--- src/rtl/gpio_pkg.sv ---
`timescale 1ns/1ps
package gpio_pkg;
  localparam int FSEL_W        = 3;
  localparam int PINS_PER_WORD = 10;

  localparam int OFS_FSEL  = 'h00;
  localparam int OFS_SET   = 'h1C;
  localparam int OFS_CLR   = 'h28;
  localparam int OFS_LEVEL = 'h34;

  typedef enum logic [FSEL_W-1:0] {
    FN_INPUT  = 3'b000,
    FN_OUTPUT = 3'b001,
    FN_ALT5   = 3'b010,
    FN_ALT4   = 3'b011,
    FN_ALT0   = 3'b100,
    FN_ALT1   = 3'b101,
    FN_ALT2   = 3'b110,
    FN_ALT3   = 3'b111
  } pin_fn_e;
endpackage

--- src/rtl/gpio_sync.sv ---
`timescale 1ns/1ps
module gpio_sync #(
  parameter int WIDTH  = 32,
  parameter int STAGES = 2
) (
  input  logic             clk,
  input  logic             rst,
  input  logic [WIDTH-1:0] async_in,
  output logic [WIDTH-1:0] sync_out
);
  logic [WIDTH-1:0] stage_q [STAGES];

  always_ff @(posedge clk) begin
    if (rst) begin
      for (int i = 0; i < STAGES; i++) stage_q[i] <= '0;
    end else begin
      stage_q[0] <= async_in;
      for (int i = 1; i < STAGES; i++) stage_q[i] <= stage_q[i-1];
    end
  end

  assign sync_out = stage_q[STAGES-1];
endmodule

--- src/rtl/gpio_fsel_bank.sv ---
`timescale 1ns/1ps
module gpio_fsel_bank
  import gpio_pkg::*;
#(
  parameter int NUM_PINS = 32,
  parameter int DATA_W   = 32,
  parameter int ADDR_W   = 8,
  localparam int NWORDS  = (NUM_PINS + PINS_PER_WORD - 1) / PINS_PER_WORD,
  localparam int SPARE   = DATA_W - PINS_PER_WORD * FSEL_W
) (
  input  logic                     clk,
  input  logic                     rst,
  input  logic                     wr_en,
  input  logic [ADDR_W-1:0]        wr_addr,
  input  logic [DATA_W-1:0]        wr_data,
  output logic [NUM_PINS*FSEL_W-1:0] fsel_flat,
  output logic [NWORDS*DATA_W-1:0] word_flat
);
  logic [FSEL_W-1:0] fsel_q [NUM_PINS];

  always_ff @(posedge clk) begin
    if (rst) begin
      for (int p = 0; p < NUM_PINS; p++) fsel_q[p] <= FN_INPUT;
    end else if (wr_en) begin
      for (int p = 0; p < NUM_PINS; p++) begin
        if (wr_addr == ADDR_W'(OFS_FSEL + 4 * (p / PINS_PER_WORD)))
          fsel_q[p] <= wr_data[(p % PINS_PER_WORD) * FSEL_W +: FSEL_W];
      end
    end
  end

  for (genvar p = 0; p < NUM_PINS; p++) begin : g_flat
    assign fsel_flat[p*FSEL_W +: FSEL_W] = fsel_q[p];
  end

  for (genvar w = 0; w < NWORDS; w++) begin : g_word
    for (genvar s = 0; s < PINS_PER_WORD; s++) begin : g_slot
      if (w * PINS_PER_WORD + s < NUM_PINS) begin : g_used
        assign word_flat[w*DATA_W + s*FSEL_W +: FSEL_W] = fsel_q[w*PINS_PER_WORD + s];
      end else begin : g_empty
        assign word_flat[w*DATA_W + s*FSEL_W +: FSEL_W] = '0;
      end
    end
    if (SPARE > 0) begin : g_spare
      assign word_flat[w*DATA_W + PINS_PER_WORD*FSEL_W +: SPARE] = '0;
    end
  end

  if (SPARE > 0) begin : g_unused
    logic unused_spare_bits;
    assign unused_spare_bits = ^wr_data[DATA_W-1 -: SPARE];
  end
endmodule

--- src/rtl/gpio_out_latch.sv ---
`timescale 1ns/1ps
module gpio_out_latch #(
  parameter int NUM_PINS = 32
) (
  input  logic                clk,
  input  logic                rst,
  input  logic [NUM_PINS-1:0] set_mask,
  input  logic [NUM_PINS-1:0] clr_mask,
  output logic [NUM_PINS-1:0] latch_q
);
  always_ff @(posedge clk) begin
    if (rst) latch_q <= '0;
    else     latch_q <= (latch_q | set_mask) & ~clr_mask;
  end
endmodule

--- src/rtl/gpio_read_mux.sv ---
`timescale 1ns/1ps
module gpio_read_mux
  import gpio_pkg::*;
#(
  parameter int NUM_PINS = 32,
  parameter int DATA_W   = 32,
  parameter int ADDR_W   = 8,
  parameter int NWORDS   = 4
) (
  input  logic                     clk,
  input  logic                     rst,
  input  logic [ADDR_W-1:0]        rd_addr,
  input  logic [NWORDS*DATA_W-1:0] word_flat,
  input  logic [NUM_PINS-1:0]      level,
  output logic [DATA_W-1:0]        rd_data
);
  logic [DATA_W-1:0] rd_next;

  always_comb begin
    rd_next = '0;
    for (int w = 0; w < NWORDS; w++) begin
      if (rd_addr == ADDR_W'(OFS_FSEL + 4 * w)) rd_next = word_flat[w*DATA_W +: DATA_W];
    end
    if (rd_addr == ADDR_W'(OFS_LEVEL)) rd_next[NUM_PINS-1:0] = level;
  end

  always_ff @(posedge clk) begin
    if (rst) rd_data <= '0;
    else     rd_data <= rd_next;
  end
endmodule

--- src/rtl/gpio_ctrl.sv ---
`timescale 1ns/1ps
module gpio_ctrl
  import gpio_pkg::*;
#(
  parameter int NUM_PINS = 32,
  parameter int DATA_W   = 32,
  parameter int ADDR_W   = 8,
  parameter int SYNC_STAGES = 2,
  localparam int NWORDS  = (NUM_PINS + PINS_PER_WORD - 1) / PINS_PER_WORD
) (
  input  logic                       clk,
  input  logic                       rst,
  input  logic [ADDR_W-1:0]          bus_addr,
  input  logic                       bus_we,
  input  logic [DATA_W-1:0]          bus_wdata,
  output logic [DATA_W-1:0]          bus_rdata,
  input  logic [NUM_PINS-1:0]        pad_in,
  output logic [NUM_PINS-1:0]        pad_oe,
  output logic [NUM_PINS-1:0]        pad_out,
  output logic [NUM_PINS*FSEL_W-1:0] pin_func
);
  logic [NWORDS*DATA_W-1:0] word_flat;
  logic [NUM_PINS-1:0]      level_sync;
  logic [NUM_PINS-1:0]      set_mask;
  logic [NUM_PINS-1:0]      clr_mask;

  gpio_fsel_bank #(.NUM_PINS(NUM_PINS), .DATA_W(DATA_W), .ADDR_W(ADDR_W)) u_fsel (
    .clk(clk), .rst(rst), .wr_en(bus_we), .wr_addr(bus_addr), .wr_data(bus_wdata),
    .fsel_flat(pin_func), .word_flat(word_flat)
  );

  assign set_mask = (bus_we && bus_addr == ADDR_W'(OFS_SET)) ? bus_wdata[NUM_PINS-1:0] : '0;
  assign clr_mask = (bus_we && bus_addr == ADDR_W'(OFS_CLR)) ? bus_wdata[NUM_PINS-1:0] : '0;

  gpio_out_latch #(.NUM_PINS(NUM_PINS)) u_latch (
    .clk(clk), .rst(rst), .set_mask(set_mask), .clr_mask(clr_mask), .latch_q(pad_out)
  );

  for (genvar p = 0; p < NUM_PINS; p++) begin : g_oe
    assign pad_oe[p] = (pin_func[p*FSEL_W +: FSEL_W] == FN_OUTPUT);
  end

  gpio_sync #(.WIDTH(NUM_PINS), .STAGES(SYNC_STAGES)) u_sync (
    .clk(clk), .rst(rst), .async_in(pad_in), .sync_out(level_sync)
  );

  gpio_read_mux #(.NUM_PINS(NUM_PINS), .DATA_W(DATA_W), .ADDR_W(ADDR_W), .NWORDS(NWORDS)) u_rd (
    .clk(clk), .rst(rst), .rd_addr(bus_addr), .word_flat(word_flat),
    .level(level_sync), .rd_data(bus_rdata)
  );
endmodule

--- config.mk ---
export PLATFORM = sky130hd
export DESIGN_NAME = gpio_ctrl
export DESIGN_NICKNAME = d
export VERILOG_FILES = /design/src/rtl/gpio_pkg.sv /design/src/rtl/gpio_sync.sv /design/src/rtl/gpio_fsel_bank.sv /design/src/rtl/gpio_out_latch.sv /design/src/rtl/gpio_read_mux.sv /design/src/rtl/gpio_ctrl.sv
export SDC_FILE = /design/constraint.sdc
export NUM_CORES = 1
export LEC_CHECK = 0
export BUFFER_PORTS_ARGS = -buffer_cell sky130_fd_sc_hd__buf_4
export CAP_MARGIN = 20
export CORE_MARGIN = 2
export CORE_UTILIZATION = 35
export DETAILED_ROUTE_END_ITERATION = 6
export MAX_ROUTING_LAYER = met4
export SLEW_MARGIN = 0
export SYNTH_ARGS = -nofsm -noshare
export SYNTH_HDL_FRONTEND = slang
export SYNTH_HIERARCHICAL = 1
export SYNTH_SLANG_ARGS = --single-unit
--- constraint.sdc ---
create_clock -name clk -period 4.8 [get_ports clk]
set_input_delay 0.48 -clock clk [delete_from_list [all_inputs] [get_ports clk]]
set_output_delay 0.48 -clock clk [all_outputs]
set_load 0.03 [all_outputs]
# Word level (Yosys, flattened, before mapping)
# Memories as Yosys holds them, arrays and structs flattened.
# Cells that the tools add are included.
# W data, S select, Z words.
[word_totals] ramBits=160 inputBits=75 memories=2 ff_bits=64 elab_cells=142 output_inout_bits=192
[classes] n_eq_ne=38 n_mux=60 n_bitwise=37 n_reduce_logical=3
[mem_list] memory="u_fsel.fsel_q" words=32 width=3 rd=32 rd_clocked_by_memory_dff=0 wr=32 line="gpio_fsel_bank.sv:19" text="logic [FSEL_W-1:0] fsel_q [NUM_PINS];"
[mem_list] memory="u_sync.stage_q" words=2 width=32 rd=2 rd_clocked_by_memory_dff=0 wr=2 line="gpio_sync.sv:11" text="logic [WIDTH-1:0] stage_q [STAGES];"
[op_table] operator="$mux W32" n=5
[op_table] operator="$mux W30" n=4
[op_table] operator="$eq A3 B1 Y1 const B" n=32
[op_table] operator="$mux W3" n=32
[op_table] operator="$or A1 B1 Y1" n=34
[op_table] operator="$and A32 B32 Y32" n=1
[op_table] operator="$not A32 Y32" n=1
[op_table] operator="$or A32 B32 Y32" n=1
[op_table] operator="$mux W1" n=19
[op_table] operator="$eq A8 B4 Y1 const B" n=2
[op_table] operator="$eq A8 B6 Y1 const B" n=2
[op_table] operator="$eq A8 B3 Y1 const B" n=1
[op_table] operator="$eq A8 B5 Y1 const B" n=1
[op_table] operator="$logic_not A8 Y1" n=1
[op_table] operator="$logic_and A1 B1 Y1" n=2

# Depth between registers and ports, before layout
[logic_depth] ltp_word=6 ltp_mapped=6 mapped_depth_nobuf=4

# Modules after synthesis
# The synthesis kept the hierarchy.
[modules_own_cells] module="gpio_fsel_bank" cells_per_inst=364 seq_area_each_um2=2882.8 n_inst=1 area_per_inst_um2=4750.8
[modules_own_cells] module="gpio_read_mux" cells_per_inst=331 seq_area_each_um2=640.6 n_inst=1 area_per_inst_um2=2285.9
[modules_own_cells] module="gpio_sync" cells_per_inst=167 seq_area_each_um2=1281.2 n_inst=1 area_per_inst_um2=2158.3
[modules_own_cells] module="gpio_ctrl" cells_per_inst=192 seq_area_each_um2=0.0 n_inst=1 area_per_inst_um2=1604.0
[modules_own_cells] module="gpio_out_latch" cells_per_inst=99 seq_area_each_um2=640.6 n_inst=1 area_per_inst_um2=1123.6

# Least setup slack after synthesis
# Ideal clock, no wire load.
[synth_timing] path_kind="in2reg" start="in bus_addr[5]" end="mem u_fsel.fsel_q[0][0], enable pin" path_slack_ps=621 stages=5 n_path_buf=3 t_arrival_ps=3716 setup_ps=463 t_required_ps=4337 path_cell_list="or4_1 clkbuf_1 buf_6 buf_6 o31ai_1"
[synth_rtl] item="start, declared" line="gpio_ctrl.sv:13" text="input logic [ADDR_W-1:0] bus_addr,"
[synth_rtl] item="end, declared" line="gpio_fsel_bank.sv:19"

==> metrics.txt <==
vias in the first global route 7811; Synth Area in Compound Gates 8.65%; Post-CTS Hold Fix Bufs 0; DRC violations left 0; Yosys reg bits 224; Hold Path Depth 2; routed len/inst 19.2 um; Post-Synthesis Cell Area 11900 um2; Max Freq 343 MHz; worst setup path startpoint bus_addr[5]; min-delay src pad_in[24]; Final Hold Vio Count 0; fill count 3272; worst flop-to-flop path endpoint u_rd/rd_data[22]; status finished clean; I/O pins 267; Clock Latency Late Sink 0.53 ns; Slew @ Worst Pin 1.10 ns; YS warnings 6; worst endpoint required time 5.01 ns; row cnt 67; CP most frequent cell buf_4; Final Skew 0.00909 ns; sequential share of the synthesized area 45.7%; Max Slew Vio Count 0; Initial Utilization 35.6%; pwr dens 348 nW/um2; post-synthesis cell type count 38; # resized after CTS 0; IO buf count 266; Pleak 5.37 nW; Iteration-0 DRC Markers 609; GRT Total Usage 18.3%; CTS tree done; mux contribution to synthesized area 0%; Worst path max stage delay 1.12 ns; Setup Fix Bufs, Post-CTS 0; crit path kind in2reg; nets 1315; fin crit period 2.92 ns; adder-cell share of the synthesized area 0%; Tcrit/Tclk final 60.8%; Worst Path Arrival 3.13 ns; clk sink count 224; Synth Area in Simple Gates 27.9%; highest-delay cell along the critical path or4_2; most common cell after layout, fill and taps aside buf_4; final number of setup-violating endpoints 0; largest family of logic cells by synthesized area simple AND/OR/NAND/NOR gates; Reg2Reg Depth 4; R2R setup slack 3.44 ns; global-route wire length before repair 48.9 mm; Final Total Pwr 4.86 mW; Setup crit end kind flop; Via Count 8248; Die Wd 189 um; RD Place Congestion 0.864; Startpoint Class input pin; Synth Area per Inst 10.3 um2; clk slew on worst S/H paths 0.06 ns; hpwl dp 23.2 mm; number of max-cap violations 0; DIE AREA 35600 um2; core region area 33500 um2; most frequent cells in the layout buf_4 (277), dfxtp_1 (128), edfxtp_1 (96); Peak VDD IR 230 uV; reg-to-reg startpoint u_fsel/fsel_q[8][4]; initial antenna violation count 0; RSZ-0062 raised after global routing no; Hold Slack 0.159 ns; crit-path max FO 68; largest net degree at the start of global routing 84; final wirelength 32.8 mm; H-tree level count 1; total negative setup slack 0 ns; Synth Area in XOR/XNOR 0%; Pre-antenna DRT Iters 5; layout cells sized above 1 41.1%; P&R area growth vs syn 17.2%; TritonCTS Buffers 26; total gr overflow 0; number of vias per cell 4.83; Worst Hold Path EP u_sync/stage_q[0][24]; Hold Crit Class in2reg; CTS root buf clkbuf_16; synthesized instance count 1153; die height 189 um; Final ANT Viol Nets 0; Slew headroom 26.6%; CTS max path bufs 3; cells along the critical path buf_4 > or4_2 > o31ai_4 > buf_4
worst max-delay path by stage:
| stage | to | slack, ns | depth (start not counted) |
|---|---|---|---|
| 2_1_floorplan | u_fsel/fsel_q[0][0] | 0.62 | 5 |
| 3_3_place_gp | u_fsel/fsel_q[4][0] | 1.41 | 4 |
| 3_5_place_dp | u_fsel/fsel_q[4][0] | 1.35 | 4 |
| 4_1_cts | u_fsel/fsel_q[4][3] | 1.91 | 4 |
| 5_1_grt | u_fsel/fsel_q[4][0] | 1.79 | 4 |
| 6_report | u_fsel/fsel_q[4][3] | 1.88 | 4 |
critical path, delay by kind of cell:
family / cells / cell delay [ns]
simple gates: 1 / 1.12
compound gates: 1 / 0.85
buf+inv: 2 / 0.66
metrics by stage:
| stage | setup WS [ns] | cell area (um2) | std cells | util, % |
|---|---|---|---|---|
| after floorplan | 0.621 | 12000 | 1184 | - |
| after global placement | 1.41 | 13000 | 1658 | 38.8 |
| after detailed placement | 1.35 | 13000 | 1659 | 38.8 |
| after CTS | 1.91 | 14000 | 1707 | 41.6 |
| after global routing | 1.79 | 14000 | 1708 | 41.7 |
| final | 1.88 | 14000 | 1709 | 41.7 |
metal layers:
layer | share of wire (%) | vias up | track usage (%) | wire, um
met5 | 0 | - | - | 0
met4 | 2.6 | 0 | 4.48 | 847
li1 | - | 3977 | - | -
met3 | 5.7 | 47 | 3.09 | 1880
met1 | 48 | 3938 | 26.1 | 15600
met2 | 44 | 286 | 26.9 | 14500
power by group:
part,internal (mW),total (mW),switching [mW]
combinational,0.198,0.585,0.387
sequential,2.07,2.14,0.0726
clock,1.33,2.13,0.807
layout make-up:
class	instances	area, um2	area share [%]
Sequential cell	224	5450	39.0
Multi-Input combinational cell	618	4550	32.6
Timing Repair Buffer	281	2150	15.4
Clock buffer	29	704	5.04
Tap cell	448	561	4.01
Inverter	89	334	2.39
Clock inverter	19	228	1.63
Antenna cell	1	2.50	0.0179
cell usage after synthesis:
cell type,number,area share [%]
nor4_2,71,7.5
nor4b_4,1,0.20
nor2_1,54,1.7
or4_4,1,0.094
buf_2,17,0.71
nor4_1,36,1.9
conb_1,1,0.031
nor4_4,6,1.1
nor3b_1,33,2.1
or3_1,1,0.053
or3b_2,1,0.073
nor4b_1,6,0.44
o21ai_0,64,2.7
or4_1,1,0.063
clkbuf_1,37,1.2
a21oi_1,32,1.3
dfxtp_1,128,21
or2_2,1,0.053
or2_1,2,0.10
inv_1,89,2.8
nor2b_1,10,0.52
nor2_2,10,0.52
buf_1,7,0.22
buf_6,21,2.0
a211oi_1,32,2.0
buf_4,169,11
or4b_1,1,0.084
nor2b_2,60,4.4
nor3_4,3,0.41
nand4bb_1,1,0.094
nand2b_1,57,3.0
o31ai_1,4,0.25
edfxtp_1,96,24
buf_8,2,0.25
nor3_1,2,0.084
o2111ai_1,32,2.4
nor3_2,28,2.4
nand2_1,36,1.1
logic make-up after synthesis:
kind of cell           count (synthesis)
and+or+nand+nor                      422
buffers and inverters                342
AOI/OAI and AO/OA                    164
DFF                                  224
other                                  1
state kept, by name, summed over array words and instances (netlist names):
register         count
u_rd/rd_data        32
u_sync/stage_q      64
u_latch/latch_q     32
u_fsel/fsel_q       96
Note: power is estimated with default switching activity, not from simulation.
